--- src/rtl/qsched_pkg.sv ---
package qsched_pkg;

    typedef enum logic [2:0] {
        QS_IDLE    = 3'd0,
        QS_RUN     = 3'd1,
        QS_HOLD    = 3'd2,
        QS_WAIT    = 3'd3,
        QS_ASIDE   = 3'd4,
        QS_DONE    = 3'd5
    } qstat_e;

    localparam int NQ = 2;

endpackage

--- src/rtl/qsched_ovr.sv ---
module qsched_ovr #(
    parameter int NQ = 2
) (
    input  logic          clk,
    input  logic          rst,
    input  logic [NQ-1:0] set_i,
    input  logic [NQ-1:0] clr_i,
    output logic [NQ-1:0] flag_o
);

    logic [NQ-1:0] flag_d, flag_q;

    for (genvar g = 0; g < NQ; g++) begin : g_bit
        always_comb begin
            flag_d[g] = set_i[g] | (flag_q[g] & ~clr_i[g]);
        end
    end

    always_ff @(posedge clk) begin
        if (rst) flag_q <= '0;
        else     flag_q <= flag_d;
    end

    assign flag_o = flag_q;

endmodule

--- src/rtl/qsched_ptr.sv ---
module qsched_ptr #(
    parameter int IDX_W = 4,
    parameter int BASE  = 0
) (
    input  logic             clk,
    input  logic             rst,
    input  logic             adv_i,
    input  logic             hold_i,
    input  logic             last_i,
    input  logic             rewind_i,
    input  logic             resume_sub,
    output logic [IDX_W-1:0] ptr_nxt,
    output logic [IDX_W-1:0] ptr_cur
);

    localparam logic [IDX_W-1:0] BASE_IDX = IDX_W'(BASE);

    typedef struct packed {
        logic [IDX_W-1:0] ptr;
        logic [IDX_W-1:0] sub;
    } pstate_t;

    pstate_t st_d, st_q;

    always_comb begin
        st_d = st_q;
        if (last_i) begin
            st_d.ptr = BASE_IDX;
            st_d.sub = BASE_IDX;
        end else if (hold_i) begin
            st_d.ptr = st_q.ptr + 1'b1;
            st_d.sub = st_q.ptr + 1'b1;
        end else if (adv_i) begin
            st_d.ptr = st_q.ptr + 1'b1;
        end
        if (rewind_i) begin
            if (resume_sub) begin
                st_d.ptr = st_d.sub;
            end else begin
                st_d.ptr = BASE_IDX;
                st_d.sub = BASE_IDX;
            end
        end
    end

    always_ff @(posedge clk) begin
        if (rst) begin
            st_q.ptr <= BASE_IDX;
            st_q.sub <= BASE_IDX;
        end else begin
            st_q <= st_d;
        end
    end

    assign ptr_nxt = st_d.ptr;
    assign ptr_cur = st_q.ptr;

endmodule

--- src/rtl/dualq_sched.sv ---
module dualq_sched
    import qsched_pkg::*;
#(
    parameter int IDX_W   = 4,
    parameter int LO_BASE = 8
) (
    input  logic             clk,
    input  logic             rst,
    input  logic             trig_hi,
    input  logic             trig_lo,
    input  logic             resume_sub,
    input  logic [1:0]       ovr_clr,
    input  logic             conv_done,
    input  logic             cmd_hold,
    input  logic             cmd_last,
    output logic [IDX_W-1:0] cmd_idx,
    output logic             conv_start,
    output logic             conv_abort,
    output logic [2:0]       hi_status,
    output logic [2:0]       lo_status,
    output logic [1:0]       ovr_flag,
    output logic [1:0]       cmpl_pulse
);

    typedef struct packed {
        qstat_e           st_hi;
        qstat_e           st_lo;
        logic             busy;
        logic             own_lo;
        logic             start;
        logic             abort;
        logic [IDX_W-1:0] idx;
        logic [1:0]       cmpl;
    } core_t;

    core_t r_d, r_q;

    logic [NQ-1:0]    ev_adv, ev_hold, ev_last, ev_rew, ovr_set;
    logic [IDX_W-1:0] ptr_nxt [NQ];
    logic [IDX_W-1:0] ptr_cur [NQ];
    logic             retire;

    // one pointer unit per queue; base index chosen by generate index
    for (genvar g = 0; g < NQ; g++) begin : g_q
        qsched_ptr #(
            .IDX_W (IDX_W),
            .BASE  ((g == 0) ? 0 : LO_BASE)
        ) u_ptr (
            .clk        (clk),
            .rst        (rst),
            .adv_i      (ev_adv[g]),
            .hold_i     (ev_hold[g]),
            .last_i     (ev_last[g]),
            .rewind_i   (ev_rew[g]),
            .resume_sub (resume_sub),
            .ptr_nxt    (ptr_nxt[g]),
            .ptr_cur    (ptr_cur[g])
        );
    end

    qsched_ovr #(.NQ(NQ)) u_ovr (
        .clk    (clk),
        .rst    (rst),
        .set_i  (ovr_set),
        .clr_i  (ovr_clr),
        .flag_o (ovr_flag)
    );

    always_comb begin
        r_d        = r_q;
        r_d.start  = 1'b0;
        r_d.abort  = 1'b0;
        r_d.cmpl   = 2'b00;
        ev_adv     = '0;
        ev_hold    = '0;
        ev_last    = '0;
        ev_rew     = '0;
        ovr_set    = '0;
        retire     = conv_done & r_q.busy;

        // 1) retire the finished conversion
        if (retire) begin
            r_d.busy = 1'b0;
            if (cmd_last) begin
                ev_last[r_q.own_lo] = 1'b1;
                r_d.cmpl[r_q.own_lo] = 1'b1;
                if (r_q.own_lo) r_d.st_lo = QS_DONE;
                else            r_d.st_hi = QS_DONE;
            end else if (cmd_hold) begin
                ev_hold[r_q.own_lo] = 1'b1;
                if (r_q.own_lo) r_d.st_lo = QS_HOLD;
                else            r_d.st_hi = QS_HOLD;
            end else begin
                ev_adv[r_q.own_lo] = 1'b1;
            end
        end

        // 2) high-priority trigger, with preemption of the low queue
        if (trig_hi) begin
            if (r_d.st_hi == QS_RUN) begin
                ovr_set[0] = 1'b1;
            end else begin
                r_d.st_hi = QS_RUN;
                if (r_d.st_lo == QS_RUN) begin
                    r_d.st_lo = QS_ASIDE;
                    ev_rew[1] = 1'b1;
                    if (r_d.busy && r_d.own_lo) begin
                        r_d.abort = 1'b1;
                        r_d.busy  = 1'b0;
                    end
                end
            end
        end

        // 3) low-priority trigger
        if (trig_lo) begin
            if (r_d.st_lo inside {QS_RUN, QS_WAIT, QS_ASIDE}) begin
                ovr_set[1] = 1'b1;
            end else if (r_d.st_hi == QS_RUN) begin
                r_d.st_lo = QS_WAIT;
            end else begin
                r_d.st_lo = QS_RUN;
            end
        end

        // 4) hand the converter back to a waiting low queue
        if ((r_d.st_hi != QS_RUN) && (r_d.st_lo inside {QS_WAIT, QS_ASIDE})) begin
            r_d.st_lo = QS_RUN;
        end

        // 5) issue the next conversion, high queue first
        if (!r_d.busy) begin
            if (r_d.st_hi == QS_RUN) begin
                r_d.start  = 1'b1;
                r_d.busy   = 1'b1;
                r_d.own_lo = 1'b0;
                r_d.idx    = ptr_nxt[0];
            end else if (r_d.st_lo == QS_RUN) begin
                r_d.start  = 1'b1;
                r_d.busy   = 1'b1;
                r_d.own_lo = 1'b1;
                r_d.idx    = ptr_nxt[1];
            end
        end
    end

    always_ff @(posedge clk) begin
        if (rst) begin
            r_q.st_hi  <= QS_IDLE;
            r_q.st_lo  <= QS_IDLE;
            r_q.busy   <= 1'b0;
            r_q.own_lo <= 1'b0;
            r_q.start  <= 1'b0;
            r_q.abort  <= 1'b0;
            r_q.idx    <= '0;
            r_q.cmpl   <= 2'b00;
        end else begin
            r_q <= r_d;
        end
    end

    assign cmd_idx    = r_q.idx;
    assign conv_start = r_q.start;
    assign conv_abort = r_q.abort;
    assign hi_status  = r_q.st_hi;
    assign lo_status  = r_q.st_lo;
    assign cmpl_pulse = r_q.cmpl;

endmodule

--- config.mk ---
export PLATFORM = sky130hd
export DESIGN_NAME = dualq_sched
export DESIGN_NICKNAME = d
export VERILOG_FILES = /design/src/rtl/qsched_pkg.sv /design/src/rtl/qsched_ovr.sv /design/src/rtl/qsched_ptr.sv /design/src/rtl/dualq_sched.sv
export SDC_FILE = /design/constraint.sdc
export NUM_CORES = 1
export LEC_CHECK = 0
export BUFFER_PORTS_ARGS = -buffer_cell sky130_fd_sc_hd__buf_2
export CAP_MARGIN = 20
export CORE_AREA = 2 2 62 64
export DETAILED_ROUTE_END_ITERATION = 6
export DIE_AREA = 0 0 64 66
export PLACE_DENSITY = 0.71
export SLEW_MARGIN = 0
export SYNTH_ARGS = -nofsm -noshare
export SYNTH_HDL_FRONTEND = slang
export SYNTH_SLANG_ARGS = --single-unit
--- constraint.sdc ---
create_clock -name clk -period 1.9 [get_ports clk]
set_clock_uncertainty 0.15 [all_clocks]
set_input_delay 0.38 -clock clk [delete_from_list [all_inputs] [get_ports clk]]
set_output_delay 0.38 -clock clk [all_outputs]
set_load 0.02 [all_outputs]
==> impl_metrics.tcl, run 1 <==
set metrics [dict create \
    clock_sinks 30 \
    routed_via_density 5.505 \
    setup_viol 0 \
    wirelength_mm 4.286 \
    rsz0062_at_grt "true" \
    arrival_ns 2.03 \
    antenna_found_initial 0 \
    cts-root-buf "clkbuf_4" \
    p_seq_share_pct 47.9 \
    r2r.worst_path.cells 6 \
    worstMarginPinSlew_ns 0.3939 \
    drt_pass1_iterations 4 \
    power.share.clock_pct 25.4 \
    crit_type "flip-flop to flip-flop" \
    hold_depth 2 \
    synth.cell_area_um2 1774 \
    track_usage_pct 20.34 \
    leakage_nw 0.9460 \
    h-tree-depth 2 \
    n_antenna_cell 0 \
    cellPowerDensity_nw_per_um2 651.2 \
    cts_made_buffers 5 \
    ant_nets 0 \
    crit_family "simple AND/OR/NAND/NOR gates" \
    cp.required_ns 2.04 \
    relSlewSlack_pct 73.06 \
    finalNetCount 259 \
    drc 0 \
    fmax_ghz 0.5278 \
    p_int_w 0.0009534 \
    cp_cell_sequence "nand4b_1 > nand4_4 > and2_4 > mux2_2 > a211oi_2 > a41o_1" \
    drt_iter0_drc 132 \
    start_util_pct 49.96 \
    ys_ff_latch 30 \
    syn-num-nets 217 \
    synth-seq-area-share_pct 33.85 \
    synth_edf_count 0 \
    p_comb_share_pct 26.7 \
    grt_first_pass_wirelength_mm 6.486 \
    max-clock-path-buffers 2 \
    drv_cap 0 \
    fill_cells 332 \
    final_cell_mix "30 x buf_4, 28 x dfxtp_1, 25 x buf_2" \
    num_vias 1624 \
    synthArstFlopShare_pct 0 \
    hpwl_mm 2.917 \
    ys_warn_count 0 \
    placed_area_um2 2003 \
    r2r-start "r_q[8]" \
    port_buffers 25 \
    cp-end-kind "flip-flop" \
    cp_slowest_cell "dfxtp_4" \
    holdCritPathClass "primary input to flip-flop" \
    layout_commonest_cell "buf_4" \
    hold-path-endpoint "hi_status[2]" \
    synth_ff_type "dfxtp_1" \
    fp.dieH_um 66 \
    final_cells 295 \
    hold_viol 0 \
    gp_congestion 0.8366 \
    pin_count 26 \
    switchingPower_w 0.0004635 \
    clkTransAtPathRegs_ns 0.09 \
    period_needed_ns 1.895 \
    postSynthCellCount 205 \
    dp_cells 283 \
    fin_ws_ns 0.005291 \
    synth_cell_type_count 58 \
    switching_share_pct 32.71 \
    fin_crit_sh_pct 99.72 \
    clk_latency_ns 0.34 \
    num_rows 22 \
    grt_pass1_vias 1390 \
    cpPeakStageDelay_ns 0.38 \
    drv_slew 0 \
    vdd_drop_max_mv 0.3106 \
    areaGrowthSynthToFinish_pct 22.64 \
    dieWidth_um 64 \
    die-area_um2 4224 \
    core_um2 3551 \
    r2r_slack_ns 0.005 \
    status "complete, no violations" \
    drive_gt1_share_pct 38.06 \
    reg2reg_to "cmd_idx[1]" \
    wl_per_cell_um 14.53 \
    cts_tree "built" \
    syn_avg_cell_area_um2 8.655 \
    design_area_um2 2176 \
    cp_num_buf_inv 0 \
    startpoint_type "flip-flop" \
    post-place-ws_ns -0.1243 \
    cp_max_fo 8 \
    grt_max_degree 11 \
    min-delay-start "trig_hi" \
    grt_overflow 0 \
]
## area by class of cell
cell class | instances | area (µm²) | share of cell area (%)
multi-input combinational | 145 | 1065 | 48.94
clock buffer | 5 | 37.54 | 1.725
inverter | 9 | 33.78 | 1.553
sequential | 30 | 608.1 | 27.95
timing repair buffer | 56 | 361.6 | 16.62
clock inverter | 2 | 10.01 | 0.4600
tap | 48 | 60.06 | 2.760
## state kept, by name, summed over array words and instances, names as in the netlist
signal             cells
hi_status              3
g_q.u_ptr.ptr_cur      8
conv_abort             1
conv_start             1
cmd_idx                4
u_ovr.flag_o           2
r_q                    2
g_q.u_ptr.st_q         4
lo_status              3
cmpl_pulse             2
## worst register-to-register path: stages, from the launching register on
cell      delay (ns)
dfxtp_4         0.38
nand4b_1        0.25
nand4_4         0.21
and2_4          0.20
mux2_2          0.35
a211oi_2        0.19
a41o_1          0.11
## how the worst max path moves through the flow
stage	startpoint	to	depth (start not counted)	slack (ns)
after floorplan	cmd_hold	u_ovr.flag_o[1]	7	0.004
after global placement	cmd_hold	cmd_idx[1]	7	-0.10
after detailed placement	cmd_hold	cmd_idx[1]	7	-0.12
after CTS	r_q[9]	cmd_idx[0]	6	0.001
after global routing	r_q[9]	cmd_idx[0]	7	-0.09
final	r_q[8]	cmd_idx[1]	6	0.005
## cell families (layout without fill, tap and decap cells)
logic type,Yosys count,after routing,synth area share [%]
AOI/OAI and AO/OA,54,55,23.06
and+or+nand+nor,80,81,26.30
buffers and inverters,32,72,11.28
muxes,5,5,3.103
DFF,30,30,33.85
adders and majority gates,2,2,1.410
xor gates and xnor gates,2,2,0.9875
## synth_stat cells (3+ instances only)
| master | n | area share, % |
|---|---|---|
| clkbuf_1 | 4 | 0.85 |
| o21ai_0 | 9 | 2.5 |
| nor3_1 | 6 | 1.7 |
| buf_4 | 13 | 5.5 |
| dfxtp_1 | 30 | 34 |
| mux2_2 | 4 | 2.5 |
| buf_6 | 4 | 2.5 |
| nand3_1 | 5 | 1.4 |
| nand4b_1 | 3 | 1.5 |
| a21oi_1 | 11 | 3.1 |
| nand2_1 | 11 | 2.3 |
| inv_1 | 9 | 1.9 |
| nand2b_1 | 7 | 2.5 |
| a211oi_1 | 3 | 1.3 |
| a31oi_1 | 7 | 2.5 |
| and2_1 | 5 | 1.8 |
| nor2_1 | 20 | 4.2 |
## metal layers
metal | up-vias | part of all wire [%] | global-route usage (%)
met5 | - | 0 | 0
met4 | 0 | 2.8 | 12.77
met3 | 11 | 4.6 | 5.111
met2 | 35 | 47 | 29.43
met1 | 756 | 45 | 26.90
li1 | 822 | - | -
## power by group through the flow
stage / registers (W) / logic [W] / clock network, W
2_1_floorplan: 0.000689 / 0.000233 / 0
3_3_place_gp: 0.000689 / 0.000323 / 0
3_5_place_dp: 0.000690 / 0.000326 / 0
4_1_cts: 0.000677 / 0.000338 / 0.000374
5_1_grt: 0.000682 / 0.000406 / 0.000404
6_report: 0.000678 / 0.000378 / 0.000360
## stage by stage
step	setup TNS (ns)	hold slack, ns	power, W	utilization [%]
after CTS	0	0.06507	0.001389	58.46
after floorplan	0	0.2939	0.0009220	-
after global placement	-0.7107	0.3037	0.001012	56.41
after global routing	-0.4066	0.07417	0.001492	61.28
final	0	0.07414	0.001417	61.28
after detailed placement	-1.116	0.3146	0.001017	56.41
## what timing repair did
action                     in CTS  in global routing
hold buffers                    0                  0
pin swaps                       1                  8
setup endpoints to repair       9                 13
resized for setup               6                 13
gates cloned                    0                  2
setup buffers                   0                  3
Note: power is estimated with default switching activity, not from simulation.
==> run 2: changes to the inputs <==
Settings changed: CELL_PAD_IN_SITES_DETAIL_PLACEMENT from default to 1, CELL_PAD_IN_SITES_GLOBAL_PLACEMENT from default to 1, CORE_AREA 2 2 62 64 to 2 2 72 74, DIE_AREA 0 0 64 66 to 0 0 74 76, PLACE_DENSITY 0.71 to 0.69.
==> run 2 against run 1 <==
- the flow now finishes with violations (negative setup slack)
- combinational power grew 6.9%
- worst setup slack worse by 0.027 ns
- utilization decreased by 14 points
- worst hold slack gained 0.054 ns
- routed wire length up 14%
- total power is 15% higher
- largest cell class unchanged
- highest routed layer unchanged
==> impl_metrics.tcl, run 2 (synthesized netlist as in run 1, its figures left out) <==
set metrics [dict create \
    grt_pass1_vias 1584 \
    switching_share_pct 30.48 \
    die-area_um2 5624 \
    drv_cap 0 \
    cts_made_buffers 5 \
    power.share.clock_pct 33.4 \
    cts-hold-fix-buffers 0 \
    r2r_slack_ns -0.02 \
    cts-root-buf "clkbuf_8" \
    h-tree-depth 2 \
    cp-end-kind "flip-flop" \
    p_seq_share_pct 41.8 \
    regArea_um2 608.1 \
    largest_reg_flops 8 \
    r2r.worst_path.cells 7 \
    pin_count 26 \
    fin_crit_sh_pct 101.1 \
    p_int_w 0.001132 \
    vdd_drop_max_mv 0.4208 \
    holdCritPathClass "primary input to flip-flop" \
    clkTransAtPathRegs_ns 0.06 \
    hold_depth 2 \
    whs_ns 0.1282 \
    fill_cells 596 \
    hpwl_mm 3.548 \
    finalNetCount 267 \
    reg2reg_to "lo_status[0]" \
    arrival_ns 1.98 \
    cp.required_ns 1.96 \
    dp_cells 310 \
    hold-path-endpoint "u_ovr.flag_o[1]" \
    ant_nets 0 \
    layout_commonest_cell "buf_4" \
    drt_iter0_drc 124 \
    multiInputGateArea_um2 1044 \
    drive_gt1_share_pct 39.84 \
    wirelength_mm 4.904 \
    fmax_ghz 0.5204 \
    crit_type "flip-flop to flip-flop" \
    num_vias 1663 \
    routed_via_density 5.101 \
    period_needed_ns 1.922 \
    totalPowerFinal_w 0.001628 \
    track_usage_pct 18.36 \
    crit_path_start "r_q[8]" \
    leakage_nw 1.004 \
    dieWidth_um 74 \
    num_rows 26 \
    final_cells 326 \
    cellPowerDensity_nw_per_um2 706.3 \
    grt_max_degree 18 \
    p_comb_share_pct 24.8 \
    clk_latency_ns 0.29 \
    min-delay-start "ovr_clr[1]" \
    status "complete, but fails checks" \
    drc 0 \
    max-clock-path-buffers 2 \
    drt_pass1_iterations 4 \
    relSlewSlack_pct 73.27 \
    switchingPower_w 0.0004962 \
    r2r-start "r_q[8]" \
    final_cell_mix "39 x buf_4, 28 x dfxtp_1, 25 x buf_2" \
    start_util_pct 36.12 \
    rsz0062_at_grt "true" \
    hold_viol 0 \
    n_antenna_cell 0 \
    worstMarginPinSlew_ns 0.3982 \
    clock_sinks 30 \
    port_buffers 25 \
    fp.dieH_um 76 \
    startpoint_type "flip-flop" \
    setup_viol 3 \
    final_core_util_pct 46.92 \
    tns_ns -0.02249 \
    violations "negative setup slack" \
    fin_ws_ns -0.02174 \
    drv_slew 0 \
    grt_overflow 0 \
    core_um2 4912 \
    cp_max_fo 7 \
    grt_first_pass_wirelength_mm 7.948 \
    antenna_found_initial 0 \
    cts_tree "built" \
    gp_congestion 0.7966 \
    areaGrowthSynthToFinish_pct 29.90 \
    wl_per_cell_um 15.04 \
]
-- run 2: repair_timing --
| action | CTS | global route |
|---|---|---|
| setup buffers | 2 | 6 |
| resized for setup | 9 | 14 |
| setup endpoints to repair | 18 | 17 |
| pin swaps | 3 | 7 |
-- run 2: worst max-delay path, stage by stage, from the launching register on --
cell and delay [ns]:
dfxtp_4 0.36, nand4b_1 0.24, nand4_4 0.21, a31oi_4 0.15, buf_4 0.17, buf_4 0.13
or3_1 0.30, a31oi_1 0.13
-- run 2: cell type report --
class	instances	area share, %
clock inverter	1	0.2172
tap	70	3.800
timing repair buffer	66	19.11
inverter	9	1.466
multi-input combinational	143	45.28
sequential	30	26.38
clock buffer	7	3.746
-- run 2: worst max-delay path by stage --
| stage | slack [ns] | endpoint |
|---|---|---|
| 2_1_floorplan | 0.004 | u_ovr.flag_o[1] |
| 3_3_place_gp | -0.19 | cmd_idx[0] |
| 3_5_place_dp | -0.18 | cmd_idx[0] |
| 4_1_cts | 0.0005 | lo_status[2] |
| 5_1_grt | -0.12 | cmd_idx[3] |
| 6_report | -0.02 | lo_status[0] |
-- run 2: per-stage QoR --
step	area (µm²)	worst slack, ns
2_1_floorplan	1774	0.003788
3_3_place_gp	2068	-0.1859
3_5_place_dp	2068	-0.1781
4_1_cts	2212	0.0004790
5_1_grt	2305	-0.1247
6_report	2305	-0.02174
-- run 2: power groups by stage --
stage,Clock [W],Combinational [W],Sequential (W)
detailed placement,0,0.000348,0.000694
finish,0.000543,0.000404,0.000681
floorplan,0,0.000233,0.000689
global route,0.000586,0.000436,0.000684
global placement,0,0.000341,0.000693
CTS,0.000556,0.000368,0.000681
-- run 2: layer usage --
metal / wire [µm] / global-route usage, % / vias up
met4: 72 / 5.455 / 0
met1: 2301 / 25.88 / 794
li1: - / - / 834
met3: 172 / 4.497 / 9
met5: 0 / 0 / -
met2: 2357 / 27.50 / 26
